### src/rtl/lru_cam_pkg.sv
package lru_cam_pkg;
    localparam int CAM_ENTRIES = 16;
    localparam int CAM_TAG_W   = 32;
    localparam int CAM_STATE_W = 4;
endpackage

### src/rtl/lru_cam_store.sv
module lru_cam_store #(
    parameter int N  = 16,
    parameter int TW = 32,
    parameter int SW = 4,
    parameter int IW = 4
) (
    input  logic                  clk,
    input  logic                  rst_n,
    input  logic                  clear_i,
    input  logic                  wr_en_i,
    input  logic [IW-1:0]         wr_idx_i,
    input  logic [TW-1:0]         wr_tag_i,
    input  logic [SW-1:0]         wr_state_i,
    input  logic                  st_en_i,
    input  logic [IW-1:0]         st_idx_i,
    input  logic [SW-1:0]         st_state_i,
    output logic [N-1:0]          valid_o,
    output logic [N-1:0][TW-1:0]  tag_o,
    output logic [N-1:0][SW-1:0]  state_o
);
    typedef struct packed {
        logic [N-1:0]          valid;
        logic [N-1:0][TW-1:0]  tag;
        logic [N-1:0][SW-1:0]  state;
    } store_t;

    store_t st_d, st_q;

    always_comb begin
        st_d = st_q;
        if (clear_i) begin
            st_d = '0;
        end else begin
            // state-only write first; a tag write to the same entry overrides it
            if (st_en_i)
                st_d.state[st_idx_i] = st_state_i;
            if (wr_en_i) begin
                st_d.valid[wr_idx_i] = 1'b1;
                st_d.tag[wr_idx_i]   = wr_tag_i;
                st_d.state[wr_idx_i] = wr_state_i;
            end
        end
    end

    always_ff @(posedge clk or negedge rst_n) begin
        if (!rst_n) st_q <= '0;
        else        st_q <= st_d;
    end

    assign valid_o = st_q.valid;
    assign tag_o   = st_q.tag;
    assign state_o = st_q.state;

    a_r8_write_sets_valid: assert property (@(posedge clk) disable iff (!rst_n)
        wr_en_i && !clear_i |=> valid_o[$past(wr_idx_i)] && tag_o[$past(wr_idx_i)] == $past(wr_tag_i));

    a_r9_state_write_keeps_tag: assert property (@(posedge clk) disable iff (!rst_n)
        st_en_i && !wr_en_i && !clear_i |=> $stable(tag_o) && $stable(valid_o));

    a_r12_tag_write_state_wins: assert property (@(posedge clk) disable iff (!rst_n)
        wr_en_i && st_en_i && !clear_i && wr_idx_i == st_idx_i
        |=> state_o[$past(wr_idx_i)] == $past(wr_state_i));

    a_r11_clear_empties: assert property (@(posedge clk) disable iff (!rst_n)
        clear_i |=> valid_o == '0);
endmodule

### src/rtl/lru_cam_match.sv
module lru_cam_match #(
    parameter int N  = 16,
    parameter int TW = 32,
    parameter int IW = 4
) (
    input  logic [N-1:0]          valid_i,
    input  logic [N-1:0][TW-1:0]  tag_i,
    input  logic [TW-1:0]         key_i,
    output logic                  hit_o,
    output logic [IW-1:0]         idx_o
);
    logic [N-1:0] eq;

    for (genvar g = 0; g < N; g++) begin : g_cmp
        assign eq[g] = valid_i[g] && (tag_i[g] == key_i);
    end

    // lowest-numbered match wins: scan from the top so the lowest index is written last
    always_comb begin
        idx_o = '0;
        for (int i = N - 1; i >= 0; i--) begin
            if (eq[i]) idx_o = IW'(i);
        end
    end

    assign hit_o = |eq;
endmodule

### src/rtl/lru_cam_order.sv
module lru_cam_order #(
    parameter int N  = 16,
    parameter int IW = 4
) (
    input  logic          clk,
    input  logic          rst_n,
    input  logic          clear_i,
    input  logic          hit_en_i,
    input  logic [IW-1:0] hit_idx_i,
    input  logic          wr_en_i,
    input  logic [IW-1:0] wr_idx_i,
    output logic [IW-1:0] lru_o
);
    typedef logic [N-1:0][IW-1:0] ord_t;

    ord_t ord_d, ord_q;

    function automatic ord_t initial_order();
        ord_t r;
        for (int i = 0; i < N; i++) r[i] = IW'(i);
        return r;
    endfunction

    // remove entry e from its slot, close the gap, append it at the most-recent end
    function automatic ord_t touch(ord_t o, logic [IW-1:0] e);
        ord_t r;
        logic seen;
        seen = 1'b0;
        for (int i = 0; i < N - 1; i++) begin
            if (o[i] == e) seen = 1'b1;
            r[i] = seen ? o[i+1] : o[i];
        end
        r[N-1] = e;
        return r;
    endfunction

    always_comb begin
        ord_d = ord_q;
        if (clear_i) begin
            ord_d = initial_order();
        end else begin
            if (hit_en_i) ord_d = touch(ord_d, hit_idx_i);
            if (wr_en_i)  ord_d = touch(ord_d, wr_idx_i);
        end
    end

    always_ff @(posedge clk or negedge rst_n) begin
        if (!rst_n) ord_q <= initial_order();
        else        ord_q <= ord_d;
    end

    assign lru_o = ord_q[0];

    logic [N-1:0] present;
    always_comb begin
        present = '0;
        for (int i = 0; i < N; i++) present[ord_q[i]] = 1'b1;
    end

    a_r7_order_is_permutation: assert property (@(posedge clk) disable iff (!rst_n)
        present == {N{1'b1}});

    a_r1_clear_restores_order: assert property (@(posedge clk) disable iff (!rst_n)
        clear_i |=> ord_q[0] == '0 && ord_q[N-1] == IW'(N-1));

    a_r10_write_ends_most_recent: assert property (@(posedge clk) disable iff (!rst_n)
        wr_en_i && !clear_i |=> ord_q[N-1] == $past(wr_idx_i));

    a_r7_hit_becomes_most_recent: assert property (@(posedge clk) disable iff (!rst_n)
        hit_en_i && !wr_en_i && !clear_i |=> ord_q[N-1] == $past(hit_idx_i));

    a_r7_idle_order_stable: assert property (@(posedge clk) disable iff (!rst_n)
        !clear_i && !hit_en_i && !wr_en_i |=> $stable(ord_q));
endmodule

### src/rtl/lru_cam.sv
module lru_cam
    import lru_cam_pkg::*;
#(
    parameter int ENTRIES = CAM_ENTRIES,
    parameter int TAG_W   = CAM_TAG_W,
    parameter int STATE_W = CAM_STATE_W,
    localparam int IDX_W  = $clog2(ENTRIES)
) (
    input  logic               clk,
    input  logic               rst_n,
    input  logic               clear_i,
    input  logic               lk_valid_i,
    input  logic [TAG_W-1:0]   lk_tag_i,
    input  logic               wr_valid_i,
    input  logic [IDX_W-1:0]   wr_idx_i,
    input  logic [TAG_W-1:0]   wr_tag_i,
    input  logic [STATE_W-1:0] wr_state_i,
    input  logic               st_valid_i,
    input  logic [IDX_W-1:0]   st_idx_i,
    input  logic [STATE_W-1:0] st_state_i,
    output logic               res_valid_o,
    output logic               res_hit_o,
    output logic [IDX_W-1:0]   res_idx_o,
    output logic [STATE_W-1:0] res_state_o
);
    typedef struct packed {
        logic               valid;
        logic               hit;
        logic [IDX_W-1:0]   idx;
        logic [STATE_W-1:0] state;
    } res_t;

    logic [ENTRIES-1:0]              ent_valid;
    logic [ENTRIES-1:0][TAG_W-1:0]   ent_tag;
    logic [ENTRIES-1:0][STATE_W-1:0] ent_state;
    logic                            m_hit;
    logic [IDX_W-1:0]                m_idx;
    logic [IDX_W-1:0]                lru_idx;
    res_t                            res_d, res_q;

    lru_cam_store #(.N(ENTRIES), .TW(TAG_W), .SW(STATE_W), .IW(IDX_W)) u_store (
        .clk        (clk),
        .rst_n      (rst_n),
        .clear_i    (clear_i),
        .wr_en_i    (wr_valid_i),
        .wr_idx_i   (wr_idx_i),
        .wr_tag_i   (wr_tag_i),
        .wr_state_i (wr_state_i),
        .st_en_i    (st_valid_i),
        .st_idx_i   (st_idx_i),
        .st_state_i (st_state_i),
        .valid_o    (ent_valid),
        .tag_o      (ent_tag),
        .state_o    (ent_state)
    );

    lru_cam_match #(.N(ENTRIES), .TW(TAG_W), .IW(IDX_W)) u_match (
        .valid_i (ent_valid),
        .tag_i   (ent_tag),
        .key_i   (lk_tag_i),
        .hit_o   (m_hit),
        .idx_o   (m_idx)
    );

    lru_cam_order #(.N(ENTRIES), .IW(IDX_W)) u_order (
        .clk       (clk),
        .rst_n     (rst_n),
        .clear_i   (clear_i),
        .hit_en_i  (lk_valid_i && m_hit),
        .hit_idx_i (m_idx),
        .wr_en_i   (wr_valid_i),
        .wr_idx_i  (wr_idx_i),
        .lru_o     (lru_idx)
    );

    always_comb begin
        res_d       = res_q;
        res_d.valid = lk_valid_i;
        if (lk_valid_i) begin
            res_d.hit   = m_hit;
            res_d.idx   = m_hit ? m_idx : lru_idx;
            res_d.state = m_hit ? ent_state[m_idx] : '0;
        end
    end

    always_ff @(posedge clk or negedge rst_n) begin
        if (!rst_n) res_q <= '0;
        else        res_q <= res_d;
    end

    assign res_valid_o = res_q.valid;
    assign res_hit_o   = res_q.hit;
    assign res_idx_o   = res_q.idx;
    assign res_state_o = res_q.state;

    a_r2_result_follows_lookup: assert property (@(posedge clk) disable iff (!rst_n)
        lk_valid_i |=> res_valid_o);

    a_r2_no_result_without_lookup: assert property (@(posedge clk) disable iff (!rst_n)
        !lk_valid_i |=> !res_valid_o && $stable(res_idx_o) && $stable(res_hit_o));

    a_r3_hit_entry_matches: assert property (@(posedge clk) disable iff (!rst_n)
        lk_valid_i && m_hit |-> ent_tag[m_idx] == lk_tag_i);

    a_r5_hit_entry_valid: assert property (@(posedge clk) disable iff (!rst_n)
        lk_valid_i && m_hit |-> ent_valid[m_idx]);

    a_r4_miss_reports_lru: assert property (@(posedge clk) disable iff (!rst_n)
        lk_valid_i && !m_hit |=> !res_hit_o && res_state_o == '0 && res_idx_o == $past(lru_idx));
endmodule

### config.mk
export PLATFORM = sky130hd
export DESIGN_NAME = lru_cam
export DESIGN_NICKNAME = d
export VERILOG_FILES = /design/src/rtl/lru_cam_pkg.sv /design/src/rtl/lru_cam_store.sv /design/src/rtl/lru_cam_match.sv /design/src/rtl/lru_cam_order.sv /design/src/rtl/lru_cam.sv
export SDC_FILE = /design/constraint.sdc
export NUM_CORES = 2
export LEC_CHECK = 0
export BUFFER_PORTS_ARGS = -buffer_cell sky130_fd_sc_hd__buf_2
export CAP_MARGIN = 20
export CORE_AREA = 3 3 295 297
export DETAILED_ROUTE_END_ITERATION = 12
export DIE_AREA = 0 0 298 300
export GPL_TIMING_DRIVEN = 0
export HOLD_SLACK_MARGIN = 0.12
export PLACE_DENSITY = 0.7
export SLEW_MARGIN = 20
export SYNTH_ARGS = -nofsm -noshare
export SYNTH_HDL_FRONTEND = slang
export SYNTH_SLANG_ARGS = --single-unit
### constraint.sdc
create_clock -name clk -period 15.95 [get_ports clk]
set_input_delay 0.7975 -clock clk [delete_from_list [all_inputs] [get_ports clk]]
set_output_delay 0.7975 -clock clk [all_outputs]
set_load 0.05 [all_outputs]
Word level (Yosys, flattened, before mapping)
Index checks and enable logic that the tools add are counted.
Word-level totals
  bits in registers: 666
  latch bits: 0
  RAM bits: 0
  memory bits (read-only): 0
  input bits: 86
  output and inout port bits: 10
  memories: 0
Cells by class
  $add $sub $neg: 0
  $mul: 0
  div/mod/pow operators: 0
  $lt $le $gt $ge: 5
  eq/ne operators: 46
  shift operators: 0
  multiplexer cells: 159
  bitwise operators: 1
  reduce and logical (&&, ||, !) cells: 21
Operators with widths (count)
  $mux 592: 2
  $bwmux 512: 1
  $eq 32x32->1: 16
  $mux 64: 6
  $mux 4: 51
  $bwmux 64: 2
  $demux 32 s4: 1
  $eq 4x4->1: 30
  $mux 1: 91
  $demux 4 s4: 2
  $mux 32: 1
  $logic_and 1x1->1: 19
  $bmux 4 s4: 1
  $or 16x16->16: 1
  $reduce_or 16->1: 1
  $lt 4x5->1 const B: 3
  $ge 4x1->1 const B: 2
  $demux 1 s4: 1
  $reduce_bool 2->1: 1

Longest topological paths before layout
  word-level depth: 116
  depth in mapped cells: 23
  mapped depth without buffers: 17

By module
Synthesis repeated with hierarchy kept, for this count alone.
Second synthesis, totals
  cells, all modules: 3286
  area total of the unflattened synthesis: 36087.1 µm²
By module, submodules not included
  lru_cam_store: times used 1, cells each 1756, area each 23164.7 µm²
  lru_cam_match: times used 1, cells each 792, area each 6247.2 µm²
  lru_cam_order: times used 1, cells each 650, area each 5694.2 µm²
  lru_cam: times used 1, cells each 88, area each 980.9 µm²

Worst setup path after synthesis
No wires, ideal clock.
  path type: in2reg
  start: input port lk_tag_i[23]
  end: register u_order.ord_q[56] (netlist name)
  library setup time: 0.125 ns
  arrival time: 5.722 ns
  required time: 15.825 ns
  path slack: 10.103 ns
  cell stages on the path: 20
  buffers on the path: 3
  cells stage by stage: buf_2 -> xor2_1 -> nor4_1 -> nand4_1 -> or4_1 -> and4b_1 -> buf_2 -> and2_1 -> a222oi_1 -> o21ai_0 -> and3_1 -> buf_2 -> o41ai_4 -> nand4_2 -> nor2_1 -> mux2i_1 -> a221oi_2 -> nor4b_4 -> a21boi_4 -> mux2_4
RTL lines
  start, declared: RTL line lru_cam.sv:13  | input logic [TAG_W-1:0] lk_tag_i,
  end signal, assigned: RTL line lru_cam_order.sv:48  | if (!rst_n) ord_q <= initial_order();
  end signal, assigned: RTL line lru_cam_order.sv:49  | else ord_q <= ord_d;
  end, declared: RTL line lru_cam_order.sv:16  | ord_t ord_d, ord_q;

==> results_dict.tcl <==
set metrics [dict create \
    initial_core_util_pct 44.8 \
    outcome "completed" \
    track_usage_pct 32.6 \
    layout.nets 4041 \
    tightest_slew_ps 1260 \
    place_congestion 1.00 \
    clkSinkCount 666 \
    ys_seq_area_share_pct 43.9 \
    finalSetupViolCount 0 \
    gr-usage-met1_pct 44.5 \
    yosys_warnings 0 \
    fin_crit_sh_pct 46.4 \
    synth_seq_cells 666 \
    core_um2 84900 \
    place_hpwl_um 109000 \
    required_ps 16450 \
    areaGrowthSynthToFinish_pct 12.4 \
    die_h_um 300 \
    crit_path_end_kind "register" \
    synthCells 3804 \
    max_cap_viol_count 0 \
    final_layout_size_suffix_gt1_share_pct 10.1 \
    vias_per_cell 6.43 \
    clkTransAtPathRegs_ps 60 \
    cp_cell_sequence "buf_2 > buf_2 > xnor2_1 > nand2_1 > or4_4 > nor4_4 > nand2_1 > a311oi_2 > o21ai_1 > o2bb2ai_1 > and3_1 > buf_2 > o41ai_4 > nand4_2 > nor2_1 > mux2i_1 > a221oi_2 > nor4b_4 > a21boi_4 > mux2_4" \
    dp_cells 5019 \
    max_stage_delay_ps 750 \
    hold_path_class "input pin to register" \
    clockBufferDepth 3 \
    power_uw 4320 \
    grt_max_degree 100 \
    insertion_delay_ps 650 \
    synth_fa_ha_area_share_pct 0 \
    maxSlewViolCount 0 \
    vias 33200 \
    synth_top_family_by_area "compound AO/OA/AOI/OAI gates" \
    min-delay-start "lk_valid_i" \
    final_hold_viol_count 0 \
    synth_xor_area_share_pct 13.2 \
    portBuffers 58 \
    post-route-drc-count 0 \
    postLayoutCoreUtil_pct 50.4 \
    ant_nets 0 \
    critPathMostFrequentCell "buf_2" \
    die-area_um2 89400 \
    cpMaxStageDelayCell "o41ai_4" \
    die_w_um 298 \
    synthMuxAreaShare_pct 3.87 \
    drt-pass1-iter-count 8 \
    grtUsageMet2_pct 48.2 \
    antenna_found_initial 1 \
    yosysUniqueCellTypes 111 \
    post-route-min-period_ps 7400 \
    busiest_layer "met2" \
    cp_max_fo 10 \
    worstSetupPathType "input pin to register" \
    power_density_nw_per_um2 101 \
    cts_tree "done" \
    synthSimpleGateAreaFrac_pct 16.2 \
    power.leakage_uw 0.0184 \
    drt-total-wl_um 150000 \
    post_drt_wl_per_cell_um 29.1 \
    max_freq_mhz 135 \
    synth_ff_type "dfrtp_1" \
    htree_levels 3 \
    grt_pass1_vias 31500 \
    top_level_ports 96 \
    synth_area_um2 38100 \
    postSynthAreaPerCell_um2 10.0 \
    synth_compound_area_share_pct 18.3 \
    grtUsageMet3_pct 8.73 \
    max-slew-margin-rel_pct 16.1 \
    grt_first_pass_wirelength_um 217000 \
    async_reset_ff_share_pct 100 \
    worstPathArrival_ps 7900 \
    ir_worst_vdd_v 0.0000695 \
    num_rows 107 \
    synth_nets 3890 \
    startpoint_type "input pin" \
    rr_startpoint "u_store.tag_o[408]" \
    root_buffer "clkbuf_16" \
    drtIter0Drc 4593 \
    cts_buffers 76 \
    cts_setup_buffers 0 \
    rsz0062_at_grt "false" \
    worstSetupStartpoint "lk_tag_i[17]" \
    skew_ps 51.0 \
    synth_edf_count 0 \
    gr-total-overflow 0 \
    stdcell_count 5162 \
]
## critical path: cells and delay by family
| kind | cells | cell delay, ps |
|---|---|---|
| mux | 2 | 710 |
| xor+xnor | 1 | 190 |
| simple gates | 8 | 2930 |
| compound gates | 6 | 2470 |
| buf+inv | 3 | 770 |
## power by group
part,internal (µW),leakage (µW),switching (µW)
combinational,212,0.00795,437
clock,1090,0.00130,769
sequential,1750,0.00913,59.8
total,3050,0.0184,1260
## per-layer routing
metal  wire, µm  part of all wire [%]
met5          0                     0
met4       8410                   5.6
met3      17100                    11
met2      64200                    43
met1      60400                    40
## path summary, 6_finish.rpt
| kind | depth (start not counted) | slack (ps) | to |
|---|---|---|---|
| worst min register to register | 1 | 480 | res_state_o[3] |
| max in group asynchronous | 4 | 13860 | u_store.tag_o[386] |
| worst max-delay path | 20 | 8550 | u_order.ord_q[56] |
| min in group asynchronous | 2 | 720 | u_order.ord_q[34] |
| worst min-delay path | 1 | 280 | res_valid_o |
| worst max register to register | 18 | 8910 | u_order.ord_q[56] |
## cell type report
cell class              instances  area [µm²]
diodes                          1        2.50
plain buffers                 341        1580
clock buffers                 104        2170
clock inverters                36         474
fillers                      7855       42100
inverters                      49         184
multi-input cells            2748       19700
flip-flops and latches        666       16700
well taps                    1144        1430
repair buffers                 73         567
## repair_timing
| item | 4_1_cts | 5_1_grt |
|---|---|---|
| endpoints found under the setup margin | 0 | 0 |
| hold buffers | 1 | 0 |
| hold endpoints to repair | 7 | 0 |
| gates resized for setup | 0 | 0 |
## cells in the final DEF (no fill, tap or decap), types with 19 or more instances in the layout
cell       count
clkbuf_1     227
nor4_1       130
nor3_1        48
dfstp_2       32
mux2_2        21
inv_1         48
nand2_1      295
nand2b_1      43
a21oi_1       81
nand4b_1      19
or3_1         19
o21ai_0      114
mux2i_1      117
buf_2         92
nand3_1       79
buf_6         21
xnor2_1      285
and2_1        35
clkbuf_16     76
buf_4         28
buf_1         36
nand4_1      112
dfrtp_1      634
xor2_1       285
nor2b_1       22
a211oi_1      84
and3_1        39
a22o_1       436
nor2_1       191
## flip-flops by register name (all words and copies together), names as in the netlist
name / cells
u_store.valid_o: 16
u_store.state_o: 64
u_order.lru_o: 4
res_hit_o: 1
res_state_o: 4
res_idx_o: 4
u_order.ord_q: 60
res_valid_o: 1
u_store.tag_o: 512
## cell usage after synthesis, drive strengths merged (8+ instances only)
cell	number	area [µm²]
nand2	295	1110
o211ai	16	125
and4b	9	90.1
or4	18	143
nor3b	9	72.6
and3	39	244
nand4	114	726
a311oi	10	93.8
or3	19	119
and4	10	90.1
nor2b	22	138
o21ai	119	596
nand4b	19	166
a2111oi	10	93.8
dfrtp	634	15900
a21oi	84	443
a22o	436	3820
inv	48	180
a211oi	88	696
nor4	136	878
nand2b	43	269
nor4b	20	190
a32o	14	140
or2	8	50.1
mux2i	117	1170
xnor2	287	2530
and2	43	272
xor2	285	2500
nand3	80	405
clkbuf	227	855
nor2	195	742
nor3	57	313
mux2	26	300
a211o	8	70.1
dfstp	32	841
buf	114	708
o2111ai	9	85.1
## per-stage QoR
step / setup TNS (ps) / hold WS (ps) / area (µm²) / setup WS, ps
floorplan: 0 / 464 / 38100 / 10100
global placement: -113140 / 462 / 39800 / -307
detailed placement: 0 / 470 / 40100 / 8130
CTS: 0 / 268 / 42800 / 8790
global route: 0 / 288 / 42800 / 8340
finish: 0 / 285 / 42800 / 8550
## cell families (layout without fill, tap and decap cells)
group | Yosys count | in the layout
DFF | 666 | 666
other | 0 | 1
muxes | 143 | 143
and+or+nand+nor | 1151 | 1151
xor gates and xnor gates | 572 | 572
buffers and inverters | 390 | 603
AOI/OAI and AO/OA | 882 | 882
Note: power is estimated with default switching activity, not from simulation.
